==> config.mk <==
export PLATFORM = sky130hd
export DESIGN_NAME = fsel_strap_latch
export DESIGN_NICKNAME = d
export VERILOG_FILES = /design/src/rtl/fsel_pkg.sv /design/src/rtl/fsel_sync.sv /design/src/rtl/fsel_low_qual.sv /design/src/rtl/fsel_capture.sv /design/src/rtl/fsel_decode.sv /design/src/rtl/fsel_strap_latch.sv
export SDC_FILE = /design/constraint.sdc
export NUM_CORES = 1
export LEC_CHECK = 0
export BUFFER_PORTS_ARGS = -buffer_cell sky130_fd_sc_hd__buf_2
export CELL_PAD_IN_SITES_DETAIL_PLACEMENT = 0
export CELL_PAD_IN_SITES_GLOBAL_PLACEMENT = 1
export CORE_MARGIN = 8
export CORE_UTILIZATION = 25
export CTS_BUF_LIST = sky130_fd_sc_hd__clkbuf_4 sky130_fd_sc_hd__clkbuf_8
export DETAILED_ROUTE_END_ITERATION = 6
export GPL_TIMING_DRIVEN = 0
export PLACE_DENSITY_LB_ADDON = 0.25
export SYNTH_ARGS = -nofsm -noshare
export SYNTH_HDL_FRONTEND = slang
export SYNTH_SLANG_ARGS = --single-unit
==> constraint.sdc <==
create_clock -name clk -period 1 [get_ports clk]
set_input_delay 0.15 -clock clk [delete_from_list [all_inputs] [get_ports clk]]
set_output_delay 0.15 -clock clk [all_outputs]
set_load 0.03 [all_outputs]
==> src/rtl/fsel_pkg.sv <==
package fsel_pkg;

   localparam int unsigned SEL_W = 4;
   localparam int unsigned CLS_W = 3;

   typedef struct packed {
      logic             ovr;
      logic [CLS_W-1:0] cls;
   } cpu_idx_t;

   localparam cpu_idx_t IDX_NONE = '{ovr: 1'b0, cls: 3'd7};

   function automatic logic [CLS_W-1:0] strap_class(input logic [CLS_W-1:0] low_bits);
      logic [CLS_W-1:0] c;
      case (low_bits)
         3'b101:  c = 3'd0;
         3'b001:  c = 3'd1;
         3'b011:  c = 3'd2;
         3'b010:  c = 3'd3;
         3'b000:  c = 3'd4;
         3'b100:  c = 3'd5;
         3'b110:  c = 3'd6;
         default: c = 3'd3;
      endcase
      return c;
   endfunction

endpackage

==> src/rtl/fsel_sync.sv <==
module fsel_sync #(
   parameter int unsigned     W       = 1,
   parameter int unsigned     STAGES  = 2,
   parameter logic [W-1:0]    RST_VAL = '0
) (
   input  logic         clk,
   input  logic         rst,
   input  logic [W-1:0] d_async,
   output logic [W-1:0] q_sync
);

   if (STAGES < 2) begin : g_bad_stages
      $error("fsel_sync: STAGES must be at least 2");
   end
   if (W < 1) begin : g_bad_width
      $error("fsel_sync: W must be at least 1");
   end

   logic [W-1:0] stage_q [STAGES];

   for (genvar s = 0; s < STAGES; s++) begin : g_stage
      always_ff @(posedge clk) begin
         if (rst) begin
            stage_q[s] <= RST_VAL;
         end else begin
            if (s == 0) stage_q[s] <= d_async;
            else        stage_q[s] <= stage_q[(s == 0) ? 0 : s-1];
         end
      end
   end

   assign q_sync = stage_q[STAGES-1];

endmodule

==> src/rtl/fsel_low_qual.sv <==
module fsel_low_qual #(
   parameter int unsigned CONFIRM = 2
) (
   input  logic clk,
   input  logic rst,
   input  logic level_n,
   output logic qual_low
);

   if (CONFIRM < 1) begin : g_bad_confirm
      $error("fsel_low_qual: CONFIRM must be at least 1");
   end

   logic is_low;
   assign is_low = ~level_n;

   if (CONFIRM == 1) begin : g_direct
      always_ff @(posedge clk) begin
         if (rst) qual_low <= 1'b0;
         else     qual_low <= is_low;
      end
   end else begin : g_count
      localparam int unsigned CW = $clog2(CONFIRM + 1);
      localparam logic [CW-1:0] LAST = CW'(CONFIRM - 1);

      logic [CW-1:0] run_q;

      always_ff @(posedge clk) begin
         if (rst) begin
            run_q    <= '0;
            qual_low <= 1'b0;
         end else if (!is_low) begin
            run_q    <= '0;
            qual_low <= 1'b0;
         end else begin
            if (run_q != LAST) run_q <= run_q + 1'b1;
            qual_low <= (run_q == LAST);
         end
      end

      // a qualified low needs a full run of consecutive low samples
      assert_qual_after_run_R3: assert property (@(posedge clk) disable iff (rst)
         $rose(qual_low) |-> ($past(run_q) == LAST))
         else $error("qualified low without a complete run");

      assert_run_bounded_R3: assert property (@(posedge clk) disable iff (rst)
         run_q <= LAST)
         else $error("run counter exceeded its limit");
   end

   // the qualified flag only follows a low sample
   assert_qual_needs_low_R3: assert property (@(posedge clk) disable iff (rst)
      qual_low |-> $past(is_low))
      else $error("qualified low after a high sample");

endmodule

==> src/rtl/fsel_capture.sv <==
module fsel_capture #(
   parameter int unsigned W = 4
) (
   input  logic         clk,
   input  logic         rst,
   input  logic         qual_low,
   input  logic         test_mode,
   input  logic [W-1:0] sel_sync,
   output logic [W-1:0] code_q,
   output logic         valid_q
);

   logic take;
   assign take = qual_low && (!valid_q || test_mode);

   always_ff @(posedge clk) begin
      if (rst) begin
         code_q  <= '0;
         valid_q <= 1'b0;
      end else if (take) begin
         code_q  <= sel_sync;
         valid_q <= 1'b1;
      end
   end

   // a capture is always preceded by a qualified low
   assert_capture_qualified_R2: assert property (@(posedge clk) disable iff (rst)
      $rose(valid_q) |-> $past(qual_low))
      else $error("capture without qualified low");

   // once locked outside test mode the code is frozen
   assert_locked_stable_R4: assert property (@(posedge clk) disable iff (rst)
      (valid_q && !test_mode) |=> $stable(code_q))
      else $error("held code changed while locked");

   // valid never drops without reset
   assert_valid_sticky_R9: assert property (@(posedge clk) disable iff (rst)
      valid_q |=> valid_q)
      else $error("valid dropped without reset");

   // before capture the held code stays at its reset value
   assert_code_clear_R1: assert property (@(posedge clk) disable iff (rst)
      !valid_q |-> (code_q == '0))
      else $error("code non-zero before capture");

endmodule

==> src/rtl/fsel_decode.sv <==
module fsel_decode
   import fsel_pkg::*;
(
   input  logic [SEL_W-1:0] code,
   input  logic             valid,
   output cpu_idx_t         idx
);

   always_comb begin
      if (valid) begin
         idx.ovr = code[SEL_W-1];
         idx.cls = strap_class(code[CLS_W-1:0]);
      end else begin
         idx = IDX_NONE;
      end
   end

endmodule

==> src/rtl/fsel_strap_latch.sv <==
module fsel_strap_latch
   import fsel_pkg::*;
#(
   parameter int unsigned SYNC_STAGES = 2,
   parameter int unsigned CONFIRM     = 2
) (
   input  logic             clk,
   input  logic             rst,
   input  logic [SEL_W-1:0] fsel_pins,
   input  logic             pwrgd_n,
   input  logic             test_en,
   output logic [SEL_W-1:0] fsel_code,
   output logic             fsel_valid,
   output logic [SEL_W-1:0] cpu_freq_idx
);

   localparam int unsigned BUS_W = SEL_W + 2;
   localparam logic [BUS_W-1:0] BUS_RST = {1'b0, 1'b1, {SEL_W{1'b0}}};

   if (SEL_W != 4) begin : g_bad_sel
      $error("fsel_strap_latch: decoder expects a four-bit strap");
   end

   logic [BUS_W-1:0] bus_sync;
   logic             qual_low;
   cpu_idx_t         idx;

   fsel_sync #(.W(BUS_W), .STAGES(SYNC_STAGES), .RST_VAL(BUS_RST)) u_sync (
      .clk     (clk),
      .rst     (rst),
      .d_async ({test_en, pwrgd_n, fsel_pins}),
      .q_sync  (bus_sync)
   );

   fsel_low_qual #(.CONFIRM(CONFIRM)) u_qual (
      .clk      (clk),
      .rst      (rst),
      .level_n  (bus_sync[SEL_W]),
      .qual_low (qual_low)
   );

   fsel_capture #(.W(SEL_W)) u_cap (
      .clk       (clk),
      .rst       (rst),
      .qual_low  (qual_low),
      .test_mode (bus_sync[SEL_W+1]),
      .sel_sync  (bus_sync[SEL_W-1:0]),
      .code_q    (fsel_code),
      .valid_q   (fsel_valid)
   );

   fsel_decode u_dec (
      .code  (fsel_code),
      .valid (fsel_valid),
      .idx   (idx)
   );

   assign cpu_freq_idx = idx;

   // default index until a code is held
   assert_default_idx_R1: assert property (@(posedge clk) disable iff (rst)
      !fsel_valid |-> (cpu_freq_idx == IDX_NONE))
      else $error("index not at default before capture");

   // overclock flag mirrors the top strap bit once valid
   assert_ovr_flag_R7: assert property (@(posedge clk) disable iff (rst)
      fsel_valid |-> (cpu_freq_idx[SEL_W-1] == fsel_code[SEL_W-1]))
      else $error("overclock flag mismatch");

   // a held code never decodes to the unused class
   assert_class_used_R6: assert property (@(posedge clk) disable iff (rst)
      fsel_valid |-> (cpu_freq_idx[CLS_W-1:0] != 3'd7))
      else $error("decoded unused class");

endmodule

==> results.json, run 1 <==
{
  "ios": 17,
  "vias": 450,
  "fin_area_um2": 988.4,
  "die_height_um": 68.99,
  "via_per_inst": 3.782,
  "fin_crit_ns": 1.338,
  "r2r_setup_slack_ns": 0.03,
  "yosys_register_bits": 20,
  "fin_ws_ns": -0.3382,
  "clk_latency_ns": 0.29,
  "critPathSlowestCell": "dfxtp_4",
  "grt_max_degree": 12,
  "drt-pass1-iter-count": 2,
  "htree_num_levels": 1,
  "seq_area_frac_synth": 0.5704,
  "numCtsBuffers": 3,
  "drt_iter0_markers": 6,
  "fin_worst_skew_ns": 0.008062,
  "dp_slack_ns": -0.08479,
  "crit_chain": "xor2_1 -> xnor2_1 -> nand2_2 -> buf_6",
  "yosys-top-cells-count": "dfxtp_1 (20), nor2b_1 (11), nand2b_1 (9), mux2i_1 (4), nor2_1 (3)",
  "port-buffer-count": 16,
  "crit_type": "reg -> out",
  "syn-instance-count": 65,
  "synth_flop_cell": "dfxtp_1",
  "hp-class": "in -> reg",
  "synth-edff-count": 0,
  "grt_usage": 0.05287,
  "initial_core_util": 0.2590,
  "grt_antenna_before_repair": 0,
  "status": "finished with violations",
  "cts.sinks": 20,
  "p_leak_nw": 0.3895,
  "ant_nets": 0,
  "fin_tns_setup_ns": -1.004,
  "hpwl_um": 800.6,
  "synth_top_area_cell": "dfxtp_1",
  "violations": "negative setup slack",
  "dieWidth_um": 68.99,
  "grt_overflow": 0,
  "cts-root-buf": "clkbuf_4",
  "gp_congestion": 0.6382,
  "peakVddDrop_mv": 0.6866,
  "setup_viol": 6,
  "clkTransAtPathRegs_ns": 0.11,
  "async_flop_share": 0,
  "crit_arrival_ns": 1.19,
  "finalMaxSlewViolations": 0,
  "yosysTopAreaCellShare": 0.5704,
  "syn2layout_area_growth_pct": 40.82,
  "max_slew_margin": 0.8640,
  "antenna_cells": 0,
  "grt_pass1_vias": 418,
  "syn_area_um2": 701.9,
  "place_area_um2": 835.8,
  "drive_gt1_frac": 0.4545,
  "clock.fmax_mhz": 747.3,
  "grt_first_pass_wirelength_um": 1828,
  "rsz0062_at_grt": "yes",
  "worstPathRequired_ns": 0.85,
  "synth.most_common_cell": "dfxtp_1",
  "critPathMaxStageDelay_ns": 0.36,
  "row_count": 19,
  "pwr_density_cell_mw_per_mm2": 1296,
  "wl_um": 1123,
  "syn-num-nets": 74,
  "synth_area_leaders": "dfxtp_1 (57%), nor2b_1 (9.8%), nand2b_1 (8.0%), mux2i_1 (5.7%), a21boi_4 (2.7%)",
  "drv_cap": 0,
  "critPathMaxFanout": 2,
  "cts_tree": "yes",
  "synth.avg_cell_area_um2": 10.80,
  "start_kind": "flop",
  "drc": 0,
  "yosysWarningCount": 0,
  "cp-end-kind": "primary output",
  "dieArea_mm2": 0.004759,
  "worstMarginPinSlew_ns": 0.2034,
  "wl_per_cell_um": 9.437,
  "period_share": 1.338,
  "core_area_mm2": 0.002710,
  "final-hold-violation-count": 0,
  "ctsLongestPathBuffers": 2,
  "final_nets": 98,
  "yosysUniqueCellTypes": 18
}
[repair_timing]
action | CTS | global route
resized for setup | 26 | 6
setup endpoints to repair | 9 | 15
buffers inserted | 3 | 0
pin swaps | 4 | 0
hold buffers | 0 | 0
[cells by family after synthesis]
| kind of cell | share of synthesized area |
|---|---|
| xor gates and xnor gates | 0.03744 |
| buffers and inverters | 0.02496 |
| and+or+nand+nor | 0.2513 |
| adders and majority gates | 0.01782 |
| AOI/OAI and AO/OA | 0.04099 |
| DFF | 0.5704 |
| muxes | 0.05704 |
[per-stage QoR]
step | hold slack (ns) | utilization | instances | total power [mW]
detailed placement | 0.3346 | 0.3084 | 112 | 0.9002
floorplan | 0.2471 | - | 65 | 0.8773
global route | 0.01249 | 0.3647 | 119 | 1.355
CTS | 0.02212 | 0.3578 | 119 | 1.313
finish | 0.03637 | 0.3647 | 119 | 1.281
global placement | 0.3300 | 0.3084 | 112 | 0.8987
[area by class of cell]
type,count,area (µm²)
fill,290,1722
sequential,20,419.2
multi-input combinational,41,320.3
timing repair buffer,19,162.7
tap,31,38.79
clock buffer,4,30.03
buffer,2,10.01
inverter,2,7.507
[state kept, by name, summed over array words and instances, names as in the netlist]
signal / cells
u_cap.code_q: 4
u_cap.valid_q: 1
u_qual.g_count.run_q: 2
u_qual.qual_low: 1
u_sync.stage_q: 12
[final timing paths]
kind / from / end / cells after the start
hold reg to reg: u_sync.stage_q[0][4] / u_sync.stage_q[1][4] / 1
hold / removal: pwrgd_n / u_sync.stage_q[0][4] / 2
setup / recovery: u_cap.code_q[0] / cpu_freq_idx[0] / 4
setup reg to reg: u_cap.valid_q / u_cap.code_q[3] / 3
[cell usage in the layout, fill, tap and decap left out, types with 2 or more instances in the layout]
cell type  count
nor3_1         2
mux2i_1        4
nor2b_1       10
dfxtp_4        4
buf_4          2
or2_1          2
clkbuf_4       4
xor2_1         2
buf_6         10
buf_2          9
nand2b_1       8
dfxtp_2        3
nor2_1         3
dfxtp_1       13
[layer usage]
| layer | vias to the layer above | track usage | part of all wire |
|---|---|---|---|
| li1 | 252 | - | - |
| met4 | 0 | 0.04511 | 0.014 |
| met3 | 4 | 0.02908 | 0.12 |
| met1 | 178 | 0.05888 | 0.46 |
| met2 | 16 | 0.07135 | 0.41 |
| met5 | - | 0 | 0 |
[worst max-delay path, delay by kind of cell, from the launching register on]
family,cells,cell delay [ns]
XOR/XNOR,2,0.34
buffers and inverters,1,0.14
flip-flops,1,0.36
AND/OR/NAND/NOR,1,0.07
[report_power, final]
part,internal [mW],total [mW],leakage (nW),switching (mW)
Combinational,0.0357,0.0618,0.202,0.0261
Clock,0.182,0.403,0.0184,0.221
Sequential,0.809,0.816,0.169,0.00704
No activity file was read; power rests on OpenSTA's default activity.
==> run 2, diff against run 1 <==
- ABC_AREA: not set -> 1
==> results.json, run 2 <==
{
  "synth_top_area_cell": "dfxtp_1",
  "ctsLongestPathBuffers": 2,
  "status": "finished with violations",
  "finalMaxSlewViolations": 0,
  "drt-pass1-iter-count": 3,
  "place_inst": 140,
  "hold_slack_ns": 0.04012,
  "seq_power_share": 0.657,
  "p_int_uw": 983.3,
  "yosys-top-cells-count": "inv_1 (23), dfxtp_1 (20), nor2_1 (17), nand2_1 (12)",
  "ios": 17,
  "grt_first_pass_wirelength_um": 2145,
  "yosysUniqueCellTypes": 13,
  "rsz0062_at_grt": "yes",
  "clock.fmax_mhz": 810.0,
  "violations": "negative setup slack",
  "fin_crit_ns": 1.235,
  "max_slew_margin": 0.8836,
  "final_nets": 127,
  "p_leak_nw": 0.4462,
  "gp_congestion": 0.6709,
  "initial_core_util": 0.2609,
  "drt_iter0_markers": 11,
  "setup_viol": 7,
  "synth.most_common_cell": "inv_1",
  "largest-register": "u_sync.stage_q",
  "wl_um": 1252,
  "fin_area_um2": 973.4,
  "switching_share": 0.2121,
  "period_share": 1.235,
  "r2r_end": "u_qual.g_count.run_q[1]",
  "numCtsBuffers": 3,
  "fin_ws_ns": -0.2346,
  "setup.worst_path.start": "u_cap.code_q[1]",
  "drc": 0,
  "final-hold-violation-count": 0,
  "wl_per_cell_um": 8.517,
  "grt_pass1_vias": 517,
  "drv_cap": 0,
  "synth.avg_cell_area_um2": 7.736,
  "largest_register_ffs": 12,
  "dieWidth_um": 69.65,
  "clkTransAtPathRegs_ns": 0.10,
  "hpwl_um": 919.5,
  "fin_worst_skew_ns": 0.002488,
  "peakVddDrop_mv": 0.8097,
  "dieArea_mm2": 0.004850,
  "clk_latency_ns": 0.29,
  "ant_nets": 0,
  "syn-instance-count": 93,
  "cts.sinks": 20,
  "critPathMaxFanout": 3,
  "worstMarginPinSlew_ns": 0.1746,
  "port-buffer-count": 16,
  "dp_slack_ns": 0.03540,
  "row_count": 19,
  "syn_area_um2": 719.4,
  "yosysWarningCount": 0,
  "r2r_setup_slack_ns": 0.08,
  "grt_overflow": 0,
  "synth-edff-count": 0,
  "power_frac_comb": 0.053,
  "grt_antenna_before_repair": 0,
  "start_kind": "flop",
  "syn-num-nets": 102,
  "antenna_cells": 0,
  "final_common_cell": "inv_1",
  "cts_tree": "yes",
  "yosys_register_bits": 20,
  "place_area_um2": 848.3,
  "endpoint": "cpu_freq_idx[0]",
  "grt_max_degree": 11,
  "yosysTopAreaCellShare": 0.5565,
  "hold_buffers": 0,
  "hp-class": "in -> reg",
  "core_area_mm2": 0.002758,
  "power.switching_uw": 264.7,
  "cts-root-buf": "clkbuf_4",
  "instances_no_fill": 147,
  "die_height_um": 69.65,
  "seq_area_frac_synth": 0.5565,
  "r2r_cells": 5,
  "p_clk_frac": 0.290,
  "worstReg2RegStart": "u_qual.g_count.run_q[1]",
  "reg.largest.list": "u_sync.stage_q (12), u_cap.code_q (4), u_qual.g_count.run_q (2)",
  "cp-end-kind": "primary output",
  "crit_arrival_ns": 1.08,
  "mostFrequentLayoutCells": "inv_1 (19), nor2_1 (17), dfxtp_1 (14), buf_2 (9)",
  "synth_area_leaders": "dfxtp_1 (56%), inv_1 (12%), nor2_1 (8.9%), nand2_1 (6.3%), a21oi_1 (4.2%)",
  "via_per_inst": 3.959,
  "async_flop_share": 0,
  "htree_num_levels": 1,
  "crit_type": "reg -> out",
  "drive_gt1_frac": 0.3793,
  "synth_flop_cell": "dfxtp_1",
  "vias": 582,
  "worstPathRequired_ns": 0.85,
  "grt_usage": 0.05214,
  "syn2layout_area_growth_pct": 35.30,
  "pwr_density_cell_mw_per_mm2": 1282
}
[run 2: changes by cell type after synthesis, sizes merged, moves of 2 or more]
cell	before	now
nand2	1	13
xor2	2	0
mux2i	4	0
nor2	3	17
a21oi	1	6
nand3	0	6
inv	2	23
nand2b	9	0
nor2b	11	0
[run 2: kinds of logic after synthesis]
family                     count (synthesis)  synth area share
AOI/OAI and AO/OA                          8           0.05565
adders and majority gates                  1           0.01739
buffers and inverters                     25            0.1374
DFF                                       20            0.5565
and+or+nand+nor                           39            0.2330
[run 2: critical path, cell delays in order (launching register included)]
cell and delay (ns):
dfxtp_4 0.38, inv_2 0.04, nand2_2 0.06, nand2_1 0.05, nand2_1 0.07, nand3_2 0.06
buf_6 0.14
[run 2: cell type report]
| type | instances | area [µm²] |
|---|---|---|
| fillers | 309 | 1784 |
| flip-flops and latches | 20 | 415.4 |
| multi-input cells | 48 | 237.7 |
| repair buffers | 20 | 160.2 |
| inverters | 23 | 86.33 |
| well taps | 31 | 38.79 |
| clock buffers | 3 | 22.52 |
| plain buffers | 2 | 12.51 |
[run 2: timing repair]
action                                  4_1_cts  5_1_grt
endpoints found under the setup margin        9       11
setup buffers                                 3        1
pin swaps                                     2        2
resized for setup                            18       13
[run 2: worst min path at each step]
stage          slack [ns]  startpoint  depth (start not counted)                    to
2_1_floorplan        0.21         rst                          1         u_cap.valid_q
3_3_place_gp         0.33     pwrgd_n                          2  u_sync.stage_q[0][4]
3_5_place_dp         0.34     pwrgd_n                          2  u_sync.stage_q[0][4]
4_1_cts              0.03     pwrgd_n                          2  u_sync.stage_q[0][4]
5_1_grt              0.02     pwrgd_n                          2  u_sync.stage_q[0][4]
6_report             0.04     pwrgd_n                          2  u_sync.stage_q[0][4]
[run 2: per-layer routing]
| layer | vias up | share of wire | wire length, µm | global-route usage |
|---|---|---|---|---|
| met3 | 2 | 0.086 | 108 | 0.02861 |
| met4 | 0 | 0.011 | 14 | 0.03348 |
| met5 | - | 0 | 0 | 0 |
| li1 | 318 | - | - | - |
| met2 | 14 | 0.43 | 541 | 0.07480 |
| met1 | 248 | 0.47 | 587 | 0.05820 |
[run 2: power groups by stage]
| stage | Clock (mW) | Sequential [mW] | Combinational (mW) |
|---|---|---|---|
| floorplan | 0 | 0.846 | 0.0393 |
| global placement | 0 | 0.846 | 0.0627 |
| detailed placement | 0 | 0.846 | 0.0646 |
| CTS | 0.379 | 0.825 | 0.0668 |
| global route | 0.412 | 0.823 | 0.0773 |
| finish | 0.362 | 0.820 | 0.0666 |
[run 2: per-stage QoR]
stage / utilization / TNS (ns) / total power, mW
3_3_place_gp: 0.3076 / 0 / 0.9085
3_5_place_dp: 0.3076 / 0 / 0.9109
4_1_cts: 0.3421 / -0.7303 / 1.271
2_1_floorplan: - / 0 / 0.8858
6_report: 0.3530 / -0.7024 / 1.248
5_1_grt: 0.3530 / -1.175 / 1.313
==> run 3, diff against run 2 <==
- CORE_ASPECT_RATIO: not set -> 1.75
==> results.json, run 3 (synthesis results as in run 2) <==
{
  "place_area_um2": 844.6,
  "cts-root-buf": "clkbuf_8",
  "vias": 551,
  "numCtsBuffers": 3,
  "largest_register_ffs": 12,
  "grt_max_degree": 12,
  "ios": 17,
  "drt-pass1-iter-count": 4,
  "min_from": "pwrgd_n",
  "fin_worst_skew_ns": 0.005543,
  "start_kind": "flop",
  "fin_tns_setup_ns": -0.3076,
  "finalMaxSlewViolations": 0,
  "fin_crit_ns": 1.179,
  "fin_area_um2": 967.2,
  "dieWidth_um": 56.55,
  "grt_usage": 0.05338,
  "hold_slack_ns": 0.08040,
  "drive_gt1_frac": 0.3565,
  "critPathMaxFanout": 4,
  "wl_um": 1145,
  "row_count": 26,
  "grt_pass1_vias": 514,
  "reg.largest.list": "u_sync.stage_q (12), u_cap.code_q (4), u_qual.g_count.run_q (2)",
  "drt_iter0_markers": 3,
  "min_to": "u_sync.stage_q[0][4]",
  "holdPathStages": 2,
  "core_area_mm2": 0.002830,
  "drv_cap": 0,
  "clkTransAtPathRegs_ns": 0.07,
  "p_leak_nw": 0.4501,
  "antenna_cells": 0,
  "period_share": 1.179,
  "r2r_setup_slack_ns": 0.09,
  "instances_no_fill": 143,
  "crit_type": "reg -> out",
  "cp-end-kind": "primary output",
  "violations": "negative setup slack",
  "rsz0062_at_grt": "yes",
  "setup.worst_path.start": "u_cap.code_q[1]",
  "cts.sinks": 20,
  "ant_nets": 0,
  "mostFrequentLayoutCells": "inv_1 (19), nor2_1 (17), dfxtp_1 (15), buf_2 (11), nand2_1 (8)",
  "fin_ws_ns": -0.1795,
  "pwr_density_cell_mw_per_mm2": 1526,
  "final_core_util": 0.3417,
  "grt_antenna_before_repair": 0,
  "final_common_cell": "inv_1",
  "grt_first_pass_wirelength_um": 2083,
  "dp_slack_ns": 0.02526,
  "clock.fmax_mhz": 847.8,
  "hp-class": "in -> reg",
  "port-buffer-count": 16,
  "peakVddDrop_mv": 0.6375,
  "place_inst": 137,
  "setup_viol": 3,
  "via_per_inst": 3.853,
  "wl_per_cell_um": 8.007,
  "ctsLongestPathBuffers": 2,
  "worstPathRequired_ns": 0.85,
  "grt_overflow": 0,
  "cts_tree": "yes",
  "hold_buffers": 0,
  "gp_congestion": 0.6826,
  "worstMarginPinSlew_ns": 0.1753,
  "worstReg2RegStart": "u_qual.g_count.run_q[1]",
  "max_slew_margin": 0.8832,
  "htree_num_levels": 1,
  "status": "finished with violations",
  "hpwl_um": 830.6,
  "drc": 0,
  "dieArea_mm2": 0.004918,
  "final-hold-violation-count": 0,
  "initial_core_util": 0.2542,
  "power_mw": 1.476,
  "clk_latency_ns": 0.25,
  "r2r_end": "u_qual.g_count.run_q[0]",
  "r2r_cells": 4,
  "syn2layout_area_growth_pct": 34.43,
  "final_nets": 125,
  "die_height_um": 86.97,
  "largest-register": "u_sync.stage_q",
  "crit_arrival_ns": 1.03
}
[run 3: cell types whose count changed in the layout (fill, tap and decap cells not counted), sizes merged]
| cell | before | now |
|---|---|---|
| clkbuf | 3 | 4 |
| buf | 22 | 20 |
[run 3: cell type report]
cell class	count	area, µm²
plain buffers	2	12.51
clock buffers	4	55.05
fillers	288	1863
inverters	23	86.33
multi-input cells	48	235.2
flip-flops and latches	20	414.1
well taps	28	35.03
repair buffers	18	128.9
[run 3: how the worst max path moves through the flow]
stage          slack (ns)               to  depth (start not counted)
6_report            -0.18  cpu_freq_idx[0]                          6
5_1_grt             -0.28  cpu_freq_idx[0]                          6
2_1_floorplan        0.02  cpu_freq_idx[0]                          5
3_5_place_dp         0.03  cpu_freq_idx[0]                          5
3_3_place_gp         0.05  cpu_freq_idx[0]                          5
4_1_cts             -0.21  cpu_freq_idx[0]                          6
[run 3: critical path, stage by stage (launching register included)]
cell     delay [ns]
dfxtp_4        0.37
inv_2          0.04
nand2_2        0.05
nand2_1        0.05
nand2_1        0.06
nand3_2        0.06
buf_6          0.14
[run 3: where the power goes]
group / total, mW / switching [mW] / internal, mW
clock: 0.592 / 0.242 / 0.349
sequential: 0.820 / 0.00645 / 0.813
combinational: 0.0642 / 0.0349 / 0.0293
total: 1.48 / 0.284 / 1.19
[run 3: timing repair]
action,4_1_cts,5_1_grt
setup buffers,1,1
gates resized for setup,12,13
pin swaps,0,1
endpoints found under the hold margin,0,0
setup endpoints to repair,5,9
cloned,0,0
[run 3: layer usage]
layer	part of all wire	track usage	vias to the layer above
met1	0.46	0.05218	217
met3	0.086	0.02924	2
met4	0.022	0.04615	0
li1	-	-	315
met5	0	0	-
met2	0.43	0.07916	17
